`src/rtl/msiPkg.sv`:
```
package msiPkg;

  typedef enum logic [1:0] {
    LINE_I = 2'd0,
    LINE_S = 2'd1,
    LINE_M = 2'd2
  } lineState_t;

  typedef enum logic [1:0] {
    BUS_IDLE = 2'd0,
    BUS_RD   = 2'd1,
    BUS_RDX  = 2'd2,
    BUS_WB   = 2'd3
  } busCmd_t;

  typedef enum logic [1:0] {
    C_IDLE  = 2'd0,
    C_WBACK = 2'd1,
    C_FILL  = 2'd2,
    C_DONE  = 2'd3
  } ctrlState_t;

  // strobes from control to datapath
  typedef struct packed {
    logic hitUpdate;    // local hit: update data / latch read result
    logic fillUpdate;   // granted fill: install tag, state, data
    logic victimInv;    // granted writeback: victim becomes invalid
    logic snoopDemote;  // snooped read on modified line
    logic snoopInv;     // snooped read-for-ownership on valid line
    logic selVictim;    // bus address/data come from the victim
  } ctrlStrobe_t;

endpackage

```
`src/rtl/msiCacheData.sv`:
```
module msiCacheData
  import msiPkg::*;
#(
  parameter int ADDR_W = 6,
  parameter int IDX_W  = 2,
  parameter int DATA_W = 16
) (
  input  logic              clk,
  input  logic              rstN,
  input  ctrlStrobe_t       strobe,
  input  logic              cpuWrite,
  input  logic [ADDR_W-1:0] cpuAddr,
  input  logic [DATA_W-1:0] cpuWdata,
  input  logic [DATA_W-1:0] busFillData,
  input  logic [ADDR_W-1:0] snoopAddr,
  output lineState_t        lineState,
  output logic              lineTagHit,
  output lineState_t        snpState,
  output logic [DATA_W-1:0] snpData,
  output logic [ADDR_W-1:0] busAddr,
  output logic [DATA_W-1:0] busWdata,
  output logic [DATA_W-1:0] rdata
);

  localparam int TAG_W = ADDR_W - IDX_W;
  localparam int LINES = 1 << IDX_W;

  logic [IDX_W-1:0] cIdx, sIdx;
  logic [TAG_W-1:0] cTag, sTag;

  assign cIdx = cpuAddr[IDX_W-1:0];
  assign cTag = cpuAddr[ADDR_W-1:IDX_W];
  assign sIdx = snoopAddr[IDX_W-1:0];
  assign sTag = snoopAddr[ADDR_W-1:IDX_W];

  lineState_t        stateVec [LINES];
  logic [TAG_W-1:0]  tagVec   [LINES];
  logic [DATA_W-1:0] dataVec  [LINES];

  // one register set per line
  for (genvar i = 0; i < LINES; i++) begin : gLine
    lineState_t        stQ;
    logic [TAG_W-1:0]  tagQ;
    logic [DATA_W-1:0] datQ;
    logic              cpuSel, snpSel;

    assign cpuSel = (cIdx == IDX_W'(i));
    assign snpSel = (sIdx == IDX_W'(i));

    always_ff @(posedge clk) begin
      if (!rstN) begin
        stQ <= LINE_I;
      end else begin
        if (strobe.snoopInv && snpSel)         stQ <= LINE_I;
        else if (strobe.snoopDemote && snpSel) stQ <= LINE_S;
        if (strobe.victimInv && cpuSel)        stQ <= LINE_I;
        if (strobe.fillUpdate && cpuSel)       stQ <= cpuWrite ? LINE_M : LINE_S;
      end
    end

    always_ff @(posedge clk) begin
      if (!rstN) begin
        tagQ <= '0;
        datQ <= '0;
      end else if (strobe.fillUpdate && cpuSel) begin
        tagQ <= cTag;
        datQ <= cpuWrite ? cpuWdata : busFillData;
      end else if (strobe.hitUpdate && cpuSel && cpuWrite) begin
        datQ <= cpuWdata;
      end
    end

    assign stateVec[i] = stQ;
    assign tagVec[i]   = tagQ;
    assign dataVec[i]  = datQ;
  end

  logic [DATA_W-1:0] lineData;
  logic [DATA_W-1:0] rdQ;

  assign lineState  = stateVec[cIdx];
  assign lineData   = dataVec[cIdx];
  assign lineTagHit = (tagVec[cIdx] == cTag) && (stateVec[cIdx] != LINE_I);

  assign snpState = (tagVec[sIdx] == sTag) ? stateVec[sIdx] : LINE_I;
  assign snpData  = dataVec[sIdx];

  assign busAddr  = strobe.selVictim ? {tagVec[cIdx], cIdx} : cpuAddr;
  assign busWdata = strobe.selVictim ? lineData : '0;

  always_ff @(posedge clk) begin
    if (!rstN) begin
      rdQ <= '0;
    end else if (strobe.fillUpdate) begin
      rdQ <= cpuWrite ? cpuWdata : busFillData;
    end else if (strobe.hitUpdate) begin
      rdQ <= cpuWrite ? cpuWdata : lineData;
    end
  end

  assign rdata = rdQ;

endmodule

```
`src/rtl/msiCacheCtrl.sv`:
```
module msiCacheCtrl
  import msiPkg::*;
(
  input  logic        clk,
  input  logic        rstN,
  input  logic        cpuReq,
  input  logic        cpuWrite,
  input  logic        busGrant,
  input  logic        snoopValid,
  input  logic        snoopExcl,
  input  lineState_t  lineState,
  input  logic        lineTagHit,
  input  lineState_t  snpState,
  output ctrlStrobe_t strobe,
  output logic        busReq,
  output busCmd_t     busCmd,
  output logic        cpuReady,
  output logic        snoopFlush
);

  ctrlState_t curSt, nxtSt;

  always_ff @(posedge clk) begin
    if (!rstN) curSt <= C_IDLE;
    else       curSt <= nxtSt;
  end

  logic localHit, dirtyVictim;

  assign localHit    = lineTagHit && (lineState == LINE_M || !cpuWrite);
  assign dirtyVictim = !lineTagHit && (lineState == LINE_M);

  always_comb begin
    strobe   = '0;
    busReq   = 1'b0;
    busCmd   = BUS_IDLE;
    cpuReady = 1'b0;
    nxtSt    = curSt;

    // snoop side, served in the cycle it appears
    snoopFlush         = snoopValid && (snpState == LINE_M);
    strobe.snoopDemote = snoopValid && !snoopExcl && (snpState == LINE_M);
    strobe.snoopInv    = snoopValid && snoopExcl && (snpState != LINE_I);

    unique case (curSt)
      C_IDLE: begin
        if (cpuReq && !snoopValid) begin
          if (localHit) begin
            strobe.hitUpdate = 1'b1;
            nxtSt = C_DONE;
          end else if (dirtyVictim) begin
            nxtSt = C_WBACK;
          end else begin
            nxtSt = C_FILL;
          end
        end
      end
      C_WBACK: begin
        if (lineState == LINE_M) begin
          strobe.selVictim = 1'b1;
          busReq = 1'b1;
          busCmd = BUS_WB;
          if (busGrant) begin
            strobe.victimInv = 1'b1;
            nxtSt = C_FILL;
          end
        end else begin
          // a snoop already cleaned the victim
          nxtSt = C_FILL;
        end
      end
      C_FILL: begin
        busReq = 1'b1;
        busCmd = cpuWrite ? BUS_RDX : BUS_RD;
        if (busGrant) begin
          strobe.fillUpdate = 1'b1;
          nxtSt = C_DONE;
        end
      end
      C_DONE: begin
        cpuReady = 1'b1;
        nxtSt = C_IDLE;
      end
      default: nxtSt = C_IDLE;
    endcase
  end

endmodule

```
`src/rtl/msiSnoopCache.sv`:
```
module msiSnoopCache
  import msiPkg::*;
#(
  parameter int ADDR_W = 6,
  parameter int IDX_W  = 2,
  parameter int DATA_W = 16
) (
  input  logic              clk,
  input  logic              rstN,
  input  logic              cpuReq,
  input  logic              cpuWrite,
  input  logic [ADDR_W-1:0] cpuAddr,
  input  logic [DATA_W-1:0] cpuWdata,
  output logic              cpuReady,
  output logic [DATA_W-1:0] cpuRdata,
  output logic              busReq,
  output logic [1:0]        busCmd,
  output logic [ADDR_W-1:0] busAddr,
  output logic [DATA_W-1:0] busWdata,
  input  logic              busGrant,
  input  logic [DATA_W-1:0] busFillData,
  input  logic              snoopValid,
  input  logic              snoopExcl,
  input  logic [ADDR_W-1:0] snoopAddr,
  output logic              snoopFlush,
  output logic [DATA_W-1:0] snoopData
);

  ctrlStrobe_t strobe;
  lineState_t  lineState, snpState;
  logic        lineTagHit;
  busCmd_t     cmdEnum;

  msiCacheCtrl uCtrl (
    .clk        (clk),
    .rstN       (rstN),
    .cpuReq     (cpuReq),
    .cpuWrite   (cpuWrite),
    .busGrant   (busGrant),
    .snoopValid (snoopValid),
    .snoopExcl  (snoopExcl),
    .lineState  (lineState),
    .lineTagHit (lineTagHit),
    .snpState   (snpState),
    .strobe     (strobe),
    .busReq     (busReq),
    .busCmd     (cmdEnum),
    .cpuReady   (cpuReady),
    .snoopFlush (snoopFlush)
  );

  msiCacheData #(
    .ADDR_W (ADDR_W),
    .IDX_W  (IDX_W),
    .DATA_W (DATA_W)
  ) uData (
    .clk         (clk),
    .rstN        (rstN),
    .strobe      (strobe),
    .cpuWrite    (cpuWrite),
    .cpuAddr     (cpuAddr),
    .cpuWdata    (cpuWdata),
    .busFillData (busFillData),
    .snoopAddr   (snoopAddr),
    .lineState   (lineState),
    .lineTagHit  (lineTagHit),
    .snpState    (snpState),
    .snpData     (snoopData),
    .busAddr     (busAddr),
    .busWdata    (busWdata),
    .rdata       (cpuRdata)
  );

  assign busCmd = cmdEnum;

endmodule

```
`config.mk`:
```
export PLATFORM = sky130hd
export DESIGN_NAME = msiSnoopCache
export DESIGN_NICKNAME = d
export VERILOG_FILES = /design/src/rtl/msiPkg.sv /design/src/rtl/msiCacheData.sv /design/src/rtl/msiCacheCtrl.sv /design/src/rtl/msiSnoopCache.sv
export SDC_FILE = /design/constraint.sdc
export NUM_CORES = 1
export LEC_CHECK = 0
export ABC_AREA = 1
export ABC_CLOCK_PERIOD_IN_PS = 2300
export BUFFER_PORTS_ARGS = -buffer_cell sky130_fd_sc_hd__buf_2
export CORE_ASPECT_RATIO = 1.4
export CORE_UTILIZATION = 40
export DETAILED_ROUTE_END_ITERATION = 8
export PLACE_DENSITY_LB_ADDON = 0.12
export SYNTH_ARGS = -nofsm -noshare
export SYNTH_HDL_FRONTEND = slang
export SYNTH_SLANG_ARGS = --single-unit
```
`constraint.sdc`:
```
create_clock -name clk -period 2.3 [get_ports clk]
set_clock_uncertainty 0.2 [all_clocks]
set_input_delay 0.46 -clock clk [delete_from_list [all_inputs] [get_ports clk]]
set_output_delay 0.46 -clock clk [all_outputs]
set_load 0.02 [all_outputs]
```
# Word level (Yosys, flattened, before mapping)
# Index checks and enable logic that the tools add are counted.
[totals]
register_bits = 106
inputBits = 51
[op_classes]
order_cmp = 2
eq_ne = 16
n_mux = 70
n_bitwise = 2
reduce_logical = 53
[op_table]
columns = ["op", "count"]
rows = [
  ["16-bit 2-to-1 mux", 17],
  ["16-bit binary-select mux with 2-bit select", 2],
  ["2-bit 2-to-1 mux", 29],
  ["1-bit logical AND", 33],
  ["4-bit binary-select mux with 2-bit select", 2],
  ["2-bit == test, second input constant", 8],
  ["4-bit 2-to-1 mux", 4],
  ["4-bit nonzero test", 4],
  ["2-bit nonzero test", 7],
  ["1-bit 2-to-1 mux", 10],
  ["2-bit binary-select mux with 2-bit select", 2],
  ["4-bit == test", 2],
  ["2-bit one-hot mux with 4 select lines", 1],
  ["2-bit by 1-bit == test with 1-bit output, second input constant", 3],
  ["3-bit >= comparator, second input constant", 2],
  ["2-bit zero test", 3],
  ["6-bit 2-to-1 mux", 1],
  ["2-bit inverter with 3-bit output", 2],
  ["1-bit zero test", 4],
  ["2-bit one-hot mux with 2 select lines", 1],
  ["3-bit != test, second input constant", 1],
  ["3-bit AND reduction", 1],
  ["2-bit by 1-bit != test with 1-bit output, second input constant", 1],
  ["2-bit != test, second input constant", 1],
  ["other kinds (2)", 2],
]

# Longest topological paths before layout
# Gate-level depths: netlist of run 1.
[depth]
depth_word = 14
mapped_depth = 16
depth_no_buf = 15

# Hierarchy
# A second synthesis of run 1 with hierarchy kept.
[unflattened]
cells_unflattened = 1064
hier_area_um2 = 6545.0
[modules_own_cells]
columns = ["mod", "n_inst", "cells_per_inst", "area_each_um2", "seq_area_each_um2"]
rows = [
  ["msiCacheData", 1, 1008, 6197.2, 2082.0],
  ["msiCacheCtrl", 1, 56, 347.8, 40.0],
]

# Worst setup path after synthesis of run 1
# Ideal clock, no wire load.
[synth_path]
kind = "input -> output"
from = "input port cpuAddr[1]"
to = "output port busCmd[0]"
arrival_ns = 2.124
setup_slack_ns = -0.484
cell_stages = 15
cell_sequence = "buf_2 -> inv_1 -> nor2_2 -> nand2_1 -> nand2_1 -> nor2_1 -> inv_1 -> nand2_1 -> inv_1 -> nand2_1 -> nand2_1 -> inv_1 -> nor2_1 -> inv_1 -> a21oi_1"
[synth_via]
elab_chain_len = 7
[synth_lines]
columns = ["element", "line_no", "text"]
rows = [
  ["from (decl)", "msiSnoopCache.sv:12", "input logic [ADDR_W-1:0] cpuAddr,"],
  ["2-bit inverter with 3-bit output (not written as such)", "msiCacheData.sv:81", "assign lineState = stateVec[cIdx];"],
  ["2-bit binary-select mux with 2-bit select", "msiCacheData.sv:81", ""],
  ["2-bit 2-to-1 mux (not written as such) (2 in a row)", "msiCacheData.sv:81", ""],
  ["2-bit == test", "msiCacheCtrl.sv:59", "if (lineState == LINE_M) begin"],
  ["2-bit 2-to-1 mux", "msiCacheCtrl.sv:59", ""],
  ["2-bit one-hot mux with 2 select lines", "msiCacheCtrl.sv:45", "unique case (curSt)"],
  ["to (decl)", "msiSnoopCache.sv:17", "output logic [1:0] busCmd,"],
]
# No other way between the ends. The select of a mux whose other input is x is not followed.

# Worst setup path in the final report of run 1
[layout_path]
from = "input port cpuAddr[0]"
to = "output port busWdata[7]"
[layout_via]
elab_chain_len = 8
word_cells_on_any_way = 11
cone_classes = "eq/ne: 1; mux: 9; bitwise: 1"
[layout_lines]
columns = ["element", "line_no", "text"]
rows = [
  ["2-bit inverter with 3-bit output (not written as such) *", "msiCacheData.sv:81, msiCacheData.sv:82", ""],
  ["2-bit binary-select mux with 2-bit select", "msiCacheData.sv:81", ""],
  ["2-bit 2-to-1 mux (not written as such) (2 in a row)", "msiCacheData.sv:81", ""],
  ["2-bit == test", "msiCacheCtrl.sv:59", ""],
  ["1-bit 2-to-1 mux", "msiCacheCtrl.sv:59", ""],
  ["1-bit 2-to-1 mux", "msiCacheCtrl.sv:45", ""],
  ["16-bit 2-to-1 mux *", "msiCacheData.sv:89", "assign busWdata = strobe.selVictim ? lineData : '0;"],
  ["to (decl)", "msiSnoopCache.sv:19", "output logic [DATA_W-1:0] busWdata,"],
]
# Mark *: on every way between the ends. The rest lies on a longest branch, timed or not. The select of a mux whose other input is x is not followed.

==> run metrics, run 1 <==
status=complete, but fails checks; failing checks=setup timing; hold_ws=0.2481 ns; Slew @ Worst Pin=0.4171 ns; clock group share of total power=28.9%; CORE AREA=16,960 um2; CP Capture Type=output port; H-tree Lvls=3; PD cells=571.7 nW/um2; internal power=3488 uW; # rows=56; share of layout cells above drive strength 1=27.18%; critical path data arrival time=1.78 ns; total track usage=29.07%; Hold Crit Endpoint=uData.gLine[2].stQ[1]; Final min period=2.444 ns; CTS sink count=106; CTS Buf Count=9; R2R depth=15; Hold Path Cell Cnt=3; Synth Warn #=0; commonest non-fill, non-tap cells in the layout=nand2_1, nor2_1, inv_1; Syn Inst Count=1,203; DIE HEIGHT=158.7 um; Detail Placement HPWL=19,430 um; DRT iter0 DRCs=458; Final Hold Violating Endpoints=0; Netlist Area Pre-Place=7014 um2; worst path required time=1.64 ns; unrepaired setup endpoints after global routing=yes; area occupied by registers=2143 um2; Avg Cell Area, Syn=5.831 um2; Root Driver=clkbuf_16; Yosys cell types=30; IO buf count=109; post-synth net total=1,258; Clock transition at path regs=0.08 ns; worst skew pair latency=0.37 ns; DRC Markers=0; DR WL/cell=16.35 um; Initial Util=41.37%; total number of vias=8,331; die area=18,080 um2; Max Root-Sink Buffers=2; area of the multi-input gates=4481 um2; Comb power frac=33.8%; switching share of power=37.98%; vias in the first global route=7,648; Slew Limit Fails=0; Critical Path Source Type=input port; crit path max fanout=14; period utilisation layout=106.3%; max cap viols=0; Worst Slack Setup Final=-0.1438 ns; HP Class=input port to flip-flop; Nets=1,448; first-pass GRT wire length=39,650 um; worst r2r dst=uData.gLine[1].datQ[14]; antenna-violating nets left=0; reg2reg start=uData.gLine[0].tagQ[1]; commonest non-fill, non-tap cell in the layout=nand2_1; FILL cells=1,777; Max Fclk=409.2 MHz; CTS tree=done; NetSw=2136 uW; Seq cells post-synth=106; Crit Path Category=input port to output port; Pre-antenna DRT Iters=5; Layout Area Growth over Synthesis=40.22%; Routed WL=26,670 um; cts hold-fix bufs=0; Slew headroom=71.90%; Placer Congestion=0.8822; initial antenna violation count=1; setup violators final=22; global route total overflow=0; Ports=110; total leakage power=0.004548 uW; final core utilization=58.01%; sequential area share after synthesis=30.25%; DR vias/cell=5.108; Hold Crit Start=cpuWrite; VDD IR max=0.3519 mV; Seq pwr share=37.3%; Die Width=113.9 um; flop-to-flop setup slack=0.07 ns; largest net degree at the start of global routing=71
cells in the mapped netlist:
cell type | number | area (um2)
nand4_1 | 9 | 56.30
o221ai_1 | 30 | 262.8
buf_2 | 8 | 40.04
clkinv_1 | 3 | 11.26
o21a_1 | 1 | 7.510
nand3_2 | 1 | 10.01
buf_6 | 1 | 11.26
inv_2 | 1 | 3.750
nand3_1 | 33 | 165.2
dfxtp_1 | 106 | 2122
nor4_1 | 1 | 6.260
buf_4 | 15 | 112.6
nor2_2 | 3 | 18.77
o21ai_1 | 8 | 40.04
nor2_4 | 2 | 22.52
nand3b_1 | 2 | 15.01
a21oi_1 | 43 | 215.2
nor2_1 | 199 | 747.0
a221oi_1 | 1 | 8.760
nand2_1 | 369 | 1385
nand3_4 | 1 | 17.52
ha_1 | 4 | 50.05
clkbuf_1 | 43 | 161.4
inv_1 | 150 | 563.0
o2111ai_1 | 1 | 8.760
o31ai_1 | 14 | 105.1
o21ai_0 | 120 | 600.6
nand2_2 | 1 | 6.260
buf_1 | 2 | 7.510
a22oi_1 | 31 | 232.7
metal layers:
layer / up-vias / global-route usage [%] / share of wire [%]
li1: 4226 / - / -
met1: 3830 / 30.09 / 37
met4: 0 / 19.11 / 5.2
met2: 209 / 55.08 / 54
met5: - / 0 / 0
met3: 66 / 3.274 / 3.4
power by group through the flow:
stage          Clock (uW)  Combinational, uW  Sequential (uW)
2_1_floorplan           0               1110             2140
3_3_place_gp            0               1750             2130
3_5_place_dp            0               1760             2130
4_1_cts              1630               1830             2090
5_1_grt              1730               2090             2110
6_report             1630               1900             2090
metrics by stage:
step | TNS (ns) | worst slack (ns) | area (um2) | std cells | total power, uW
final | -2.210 | -0.1438 | 9836 | 1631 | 5624
after global routing | -4.110 | -0.2163 | 9833 | 1630 | 5932
after CTS | -3.839 | -0.1632 | 9599 | 1626 | 5556
after detailed placement | -31.80 | -0.3978 | 8850 | 1597 | 3894
after global placement | -29.78 | -0.3708 | 8850 | 1597 | 3882
after floorplan | -1.350 | -0.1644 | 7305 | 1203 | 3244
state kept, by name, indices dropped and copies added, names as in the netlist:
name and cells:
uData.rdata 16, uData.gLine.tagQ 16, uData.gLine.datQ 64, uCtrl.curSt 2
uData.gLine.stQ 8
timing repair:
action	in CTS	in global routing
gates cloned	1	3
resized for setup	110	60
pin swaps	20	30
buffers inserted	12	5
setup endpoints to repair	45	102
worst max-delay path by stage:
stage,from,to,slack (ns),cells after the start
2_1_floorplan,cpuAddr[1],busAddr[2],-0.16,13
3_3_place_gp,cpuAddr[0],uData.gLine[1].datQ[5],-0.37,13
3_5_place_dp,cpuAddr[0],uData.gLine[1].datQ[9],-0.40,13
4_1_cts,cpuAddr[0],busCmd[1],-0.16,14
5_1_grt,cpuAddr[0],busWdata[7],-0.22,10
6_report,cpuAddr[0],busWdata[7],-0.14,10
worst max-delay path: stages:
cell	delay, ns
buf_12	0.12
buf_6	0.11
nor2_4	0.10
buf_6	0.23
buf_4	0.17
a22oi_1	0.08
o221ai_1	0.11
inv_1	0.15
nor2_4	0.13
buf_6	0.12
layout make-up:
type,count,area share (%)
tap,232,2.951
antenna,1,0.02544
multi-input combinational,874,45.55
inverter,154,6.004
timing repair buffer,248,20.56
clock buffer,9,2.290
clock inverter,7,0.8269
sequential,106,21.79
kinds of logic (layout without fill, tap and decap cells):
kind of cell,after synthesis,in the layout,synth area share [%]
compound gates,249,249,21.12
fa+ha+maj,4,4,0.7135
simple gates,621,621,34.93
buf+inv,223,418,12.99
other cells,0,1,0
flops,106,106,30.25
No activity file was read; power rests on OpenSTA's default activity.
==> inputs of run 2 (changes only) <==
--- a/config.mk
+++ b/config.mk
@@ -12,6 +12,7 @@
 export CORE_UTILIZATION = 40
 export DETAILED_ROUTE_END_ITERATION = 8
 export PLACE_DENSITY_LB_ADDON = 0.12
+export RECOVER_POWER = 25
 export SYNTH_ARGS = -nofsm -noshare
 export SYNTH_HDL_FRONTEND = slang
 export SYNTH_SLANG_ARGS = --single-unit
==> run metrics, run 2 (synthesized netlist as in run 1, its figures left out) <==
status=complete, but fails checks; failing checks=setup timing; critical path data arrival time=1.78 ns; global route total overflow=0; Layout Area Growth over Synthesis=39.56%; largest reg by FF count=uData.gLine.datQ; setup violators final=34; Hold Path Cell Cnt=3; worst r2r dst=uData.gLine[1].datQ[14]; total track usage=29.07%; CTS Buf Count=9; Slew @ Worst Pin=0.6141 ns; first-pass GRT wire length=39,650 um; Routed WL=26,610 um; DRC Markers=0; critical path's largest stage delay=0.22 ns; total number of vias=8,361; DIE HEIGHT=158.7 um; Final Hold Violating Endpoints=0; Pre-antenna DRT Iters=5; largest net degree at the start of global routing=71; Hold Crit Endpoint=uData.gLine[2].stQ[1]; Max Root-Sink Buffers=2; Nets=1,448; FILL cells=1,795; total leakage power=0.004459 uW; IO buf count=109; reg2reg start=uCtrl.curSt[0]; most used cell, CP=buf_6; max FFs per register=64; hold_ws=0.2402 ns; worst path required time=1.64 ns; CP Capture Type=output port; Max Fclk=409.9 MHz; Placed Area=8850 um2; share of layout cells above drive strength 1=25.54%; R2R depth=10; Worst path slowest cell=buf_6; Slew headroom=58.91%; cts hold-fix bufs=0; design area=9789 um2; Ports=110; placed insts=1,597; Detail Placement HPWL=19,430 um; flop-to-flop setup slack=-0.02 ns; Worst Path Buf+Inv=6; Final min period=2.439 ns; DRT iter0 DRCs=451; Clock transition at path regs=0.08 ns; Hold Crit Start=cpuWrite; VDD IR max=0.3533 mV; commonest non-fill, non-tap cell in the layout=nand2_1; Slew Limit Fails=0; HP Class=input port to flip-flop; vias in the first global route=7,648; crit path max fanout=14; Placer Congestion=0.8822; Root Driver=clkbuf_16; family with the most delay on the worst path=buffers and inverters; die area=18,080 um2; PD cells=572.3 nW/um2; H-tree Lvls=3; CORE AREA=16,960 um2; commonest non-fill, non-tap cells in the layout=nand2_1, nor2_1, inv_1; CP cell instances=buf_12 -> buf_6 -> nor2_4 -> buf_6 -> buf_4 -> a22oi_1 -> o221ai_1 -> inv_1 -> nor2_4 -> buf_6; CTS sink count=106; unrepaired setup endpoints after global routing=yes; initial antenna violation count=1; max cap viols=0; Initial Util=41.37%; period utilisation layout=106.1%; Die Width=113.9 um; Crit Path Category=input port to output port; CTS tree=done; Critical Path Source Type=input port; DR WL/cell=16.31 um; antenna-violating nets left=0; worst skew pair latency=0.37 ns; Worst Slack Setup Final=-0.1393 ns; # rows=56; dpl ws=-0.3978 ns; final cell count without fillers=1,631; DR vias/cell=5.126
## run 2: cell types whose count changed in the layout (fill, tap and decap cells not counted)
| cell | change |
|---|---|
| clkbuf_2 | +2 |
| clkbuf_1 | +21 |
| nor2_2 | -1 |
| buf_2 | -19 |
| nor2_1 | +2 |
| nor2_4 | -1 |
| buf_4 | -4 |
## run 2: power by group
| group | leakage, uW | internal [uW] | switching, uW |
|---|---|---|---|
| registers | 0.000865 | 1990 | 108 |
| logic | 0.00344 | 709 | 1180 |
| clock network | 0.000149 | 776 | 846 |
## run 2: worst max path at each step
stage                from                     end  slack [ns]  depth (start not counted)
2_1_floorplan  cpuAddr[1]              busAddr[2]       -0.16                         13
3_3_place_gp   cpuAddr[0]  uData.gLine[1].datQ[5]       -0.37                         13
3_5_place_dp   cpuAddr[0]  uData.gLine[1].datQ[9]       -0.40                         13
4_1_cts        cpuAddr[0]               busCmd[1]       -0.16                         14
5_1_grt        cpuAddr[0]             busWdata[7]       -0.22                         10
6_report       cpuAddr[0]             busWdata[7]       -0.14                         10
## run 2: worst register-to-register path, cell delays in order (launching register included)
cell and delay [ns]:
dfxtp_1 0.33, inv_1 0.10, ha_1 0.20, nand2_2 0.12
nor2_1 0.51, inv_1 0.24, nand2_4 0.21, clkbuf_16 0.18
nand2_1 0.05, nand2_1 0.05, nor2_1 0.04
## run 2: repair_timing
item	in CTS	in global routing
pin swaps	20	30
gates cloned	1	3
setup endpoints to repair	45	102
endpoints found under the hold margin	0	0
resized for setup	110	60
buffers inserted	12	5
## run 2: area by class of cell
type,count,area (um2),area share (%)
antenna,1,2.502,0.02556
clock buffer,9,225.2,2.301
clock inverter,7,81.33,0.8308
inverter,154,590.6,6.033
multi-input combinational,874,4471,45.67
sequential,106,2143,21.89
tap,232,290.3,2.965
timing repair buffer,248,1986,20.28
## run 2: metrics by stage
stage / TNS [ns] / total power (uW) / utilization, %
2_1_floorplan: -1.350 / 3244 / -
6_report: -2.312 / 5603 / 57.73
3_3_place_gp: -29.78 / 3882 / 52.19
3_5_place_dp: -31.80 / 3894 / 52.19
4_1_cts: -3.839 / 5556 / 56.61
5_1_grt: -6.499 / 5915 / 57.72
## run 2: layer usage
layer,global-route usage [%],vias to the layer above,part of all wire (%)
met2,55.08,225,54
met3,3.274,79,3.5
li1,-,4226,-
met4,19.11,0,5.6
met5,0,-,0
met1,30.09,3831,37
==> inputs of run 3 (changes only) <==
--- a/config.mk
+++ b/config.mk
@@ -15,4 +15,5 @@
 export RECOVER_POWER = 25
 export SYNTH_ARGS = -nofsm -noshare
 export SYNTH_HDL_FRONTEND = slang
+export SYNTH_HIERARCHICAL = 1
 export SYNTH_SLANG_ARGS = --single-unit
==> constraint.sdc (replaced) <==
create_clock -name clk -period 2.3 [get_ports clk]
set_clock_uncertainty 0.2 [all_clocks]
set_input_delay 0.23 -clock clk [delete_from_list [all_inputs] [get_ports clk]]
set_output_delay 0.23 -clock clk [all_outputs]
set_load 0.02 [all_outputs]
==> run metrics, run 3 <==
status=complete, but fails checks; failing checks=setup timing; Worst path slowest cell=dfxtp_2; Post-synth EDFFs=0; Worst Path Buf+Inv=4; most common cell in the netlist=nand2_1; Nets=1,298; total track usage=30.18%; VDD IR max=0.3847 mV; multiplexer share of the synthesized area=0%; commonest non-fill, non-tap cell in the layout=nand2_1; max cap viols=0; largest reg by FF count=uData/gLine.datQ; critical path's largest stage delay=0.35 ns; post-synthesis adder-cell area fraction=1.147%; synth top area cells=dfxtp_1, nand2_1, o21ai_0, a21oi_1, inv_1; Placer Congestion=0.8971; final cell count without fillers=1,445; Final min period=2.439 ns; H-tree Lvls=3; Worst Slack Setup Final=-0.1393 ns; total number of vias=8,039; CP cell instances=inv_2 -> o21ai_2 -> nand2_1 -> nand2_2 -> nand2_2 -> nand2_2 -> nand2_2 -> nor2_4 -> nand3_2 -> nor2_4 -> nor2_4 -> inv_2 -> nand2_4 -> nor2_4 -> buf_6 -> buf_8 -> o21ai_2 -> a21oi_1; IO buf count=109; Seq cells post-synth=106; period utilisation layout=106.1%; Slew @ Worst Pin=0.5245 ns; post-synth top area share=32.42%; setup violators final=62; sequential area share after synthesis=32.42%; worst skew pair latency=0.35 ns; vias in the first global route=7,388; simple-gate share of the synthesized area=29.17%; Die Width=110.1 um; Routed WL=25,850 um; Compound-Gate Fraction of Synth Area=26.65%; Avg Cell Area, Syn=6.151 um2; Ports=110; critical path data arrival time=2.52 ns; total leakage power=0.004272 uW; Slew headroom=64.66%; FILL cells=1,589; CTS Buf Count=9; Async S/R FF share, synth=0%; DIE HEIGHT=153.4 um; DRT iter0 DRCs=687; Pre-antenna DRT Iters=5; max FFs per register=64; CTS sink count=106; initial antenna violation count=0; commonest non-fill, non-tap cells in the layout=nand2_1, dfxtp_1, o21ai_0; Detail Placement HPWL=17,210 um; global route total overflow=0; Layout Area Growth over Synthesis=40.07%; worst path required time=2.38 ns; antenna-violating nets left=0; largest net degree at the start of global routing=39; area leader, netlist=dfxtp_1; Initial Util=40.64%; first-pass GRT wire length=38,500 um; CP Capture Type=flip-flop; crit path max fanout=7; family with the most delay on the worst path=simple AND/OR/NAND/NOR gates; unrepaired setup endpoints after global routing=yes; share of layout cells above drive strength 1=30.66%; Root Driver=clkbuf_16; Max Fclk=410.0 MHz; Yosys cell types=35; Slew Limit Fails=0; Synth Flop Type=dfxtp_1; # rows=55; largest family of logic cells by synthesized area=simple AND/OR/NAND/NOR gates; DR WL/cell=17.89 um; CORE AREA=16,100 um2; DRC Markers=0; placed insts=1,404; diode count=0; post-synth net total=1,121; final core utilization=56.93%; Netlist Area Pre-Place=6545 um2; Syn Inst Count=1,064; DR vias/cell=5.563; PD cells=622.2 nW/um2; Crit Path Category=flip-flop to flip-flop; HP Class=input port to flip-flop; XOR/XNOR Fraction of Synth Area=0%; Post-synth top cells=nand2_1, o21ai_0, a21oi_1, dfxtp_1, inv_1; CTS tree=done; die area=16,890 um2; Clock transition at path regs=0.08 ns; Final Hold Violating Endpoints=0; Synth Warn #=6; Max Root-Sink Buffers=2; Critical Path Source Type=flip-flop
-- run 3: layout make-up --
type / instances / area, um2 / share of cell area (%)
Clock buffer: 10 / 239.0 / 2.607
Clock inverter: 6 / 73.82 / 0.8052
Inverter: 110 / 436.7 / 4.763
Multi-Input combinational cell: 788 / 4202 / 45.83
Sequential cell: 106 / 2140 / 23.34
Tap cell: 199 / 249.0 / 2.716
Timing Repair Buffer: 226 / 1828 / 19.94
-- run 3: cell families (layout without fill, tap and decap cells) --
family	count (synthesis)	after routing
AND/OR/NAND/NOR	469	469
buffers and inverters	170	352
AO/OA/AOI/OAI	313	313
flip-flops	106	106
adder cells (fa/ha/maj)	6	6
-- run 3: worst paths after layout --
kind | from | endpoint | slack (ns) | cells past startpoint
setup / recovery | uData/gLine[2].tagQ[0] | uData/gLine[3].datQ[1] | -0.14 | 18
hold / removal | cpuWdata[15] | uData/gLine[3].datQ[15] | 0.003 | 3
setup reg to reg | uData/gLine[2].tagQ[0] | uData/gLine[3].datQ[1] | -0.14 | 18
hold reg to reg | uData/rdata[9] | uData/rdata[9] | 0.27 | 2
-- run 3: power by group --
| part | internal [uW] | total, uW | switching [uW] |
|---|---|---|---|
| sequential | 1990 | 2100 | 110 |
| combinational | 694 | 1940 | 1250 |
| clock | 890 | 1660 | 770 |
-- run 3: what timing repair did --
item | CTS | global route
pin swaps | 19 | 40
gates resized for setup | 83 | 170
cloned | 5 | 3
hold buffers | 1 | 0
endpoints found under the hold margin | 1 | 0
setup endpoints to repair | 92 | 120
setup buffers | 14 | 11
-- run 3: per-stage QoR --
step,setup TNS [ns],total power [uW],setup WS (ns),hold slack [ns],instance area [um2]
after floorplan,-0.01804,3221,-0.006909,0.1505,6698
after global placement,-27.55,3843,-0.3501,0.2508,7948
after detailed placement,-32.50,3838,-0.4223,0.2577,7948
after CTS,-3.234,5586,-0.1273,0.001060,8700
after global routing,-12.40,5985,-0.2458,0.02109,9168
final,-3.349,5704,-0.1393,0.003432,9168
-- run 3: worst reg2reg max path, cell delays in order, from the launching register on --
cell,delay [ns]
dfxtp_2,0.35
inv_2,0.04
o21ai_2,0.15
nand2_1,0.11
nand2_2,0.09
nand2_2,0.05
nand2_2,0.07
nand2_2,0.06
nor2_4,0.12
nand3_2,0.10
nor2_4,0.15
nor2_4,0.05
inv_2,0.09
nand2_4,0.10
nor2_4,0.18
buf_6,0.15
buf_8,0.13
o21ai_2,0.06
a21oi_1,0.14
-- run 3: per-layer routing --
layer | vias up | global-route usage, % | wire (um)
li1 | 3852 | - | -
met2 | 378 | 51.04 | 12600
met1 | 3737 | 36.69 | 10270
met5 | - | 0 | 0
met4 | 0 | 14.16 | 1100
met3 | 72 | 4.819 | 1874
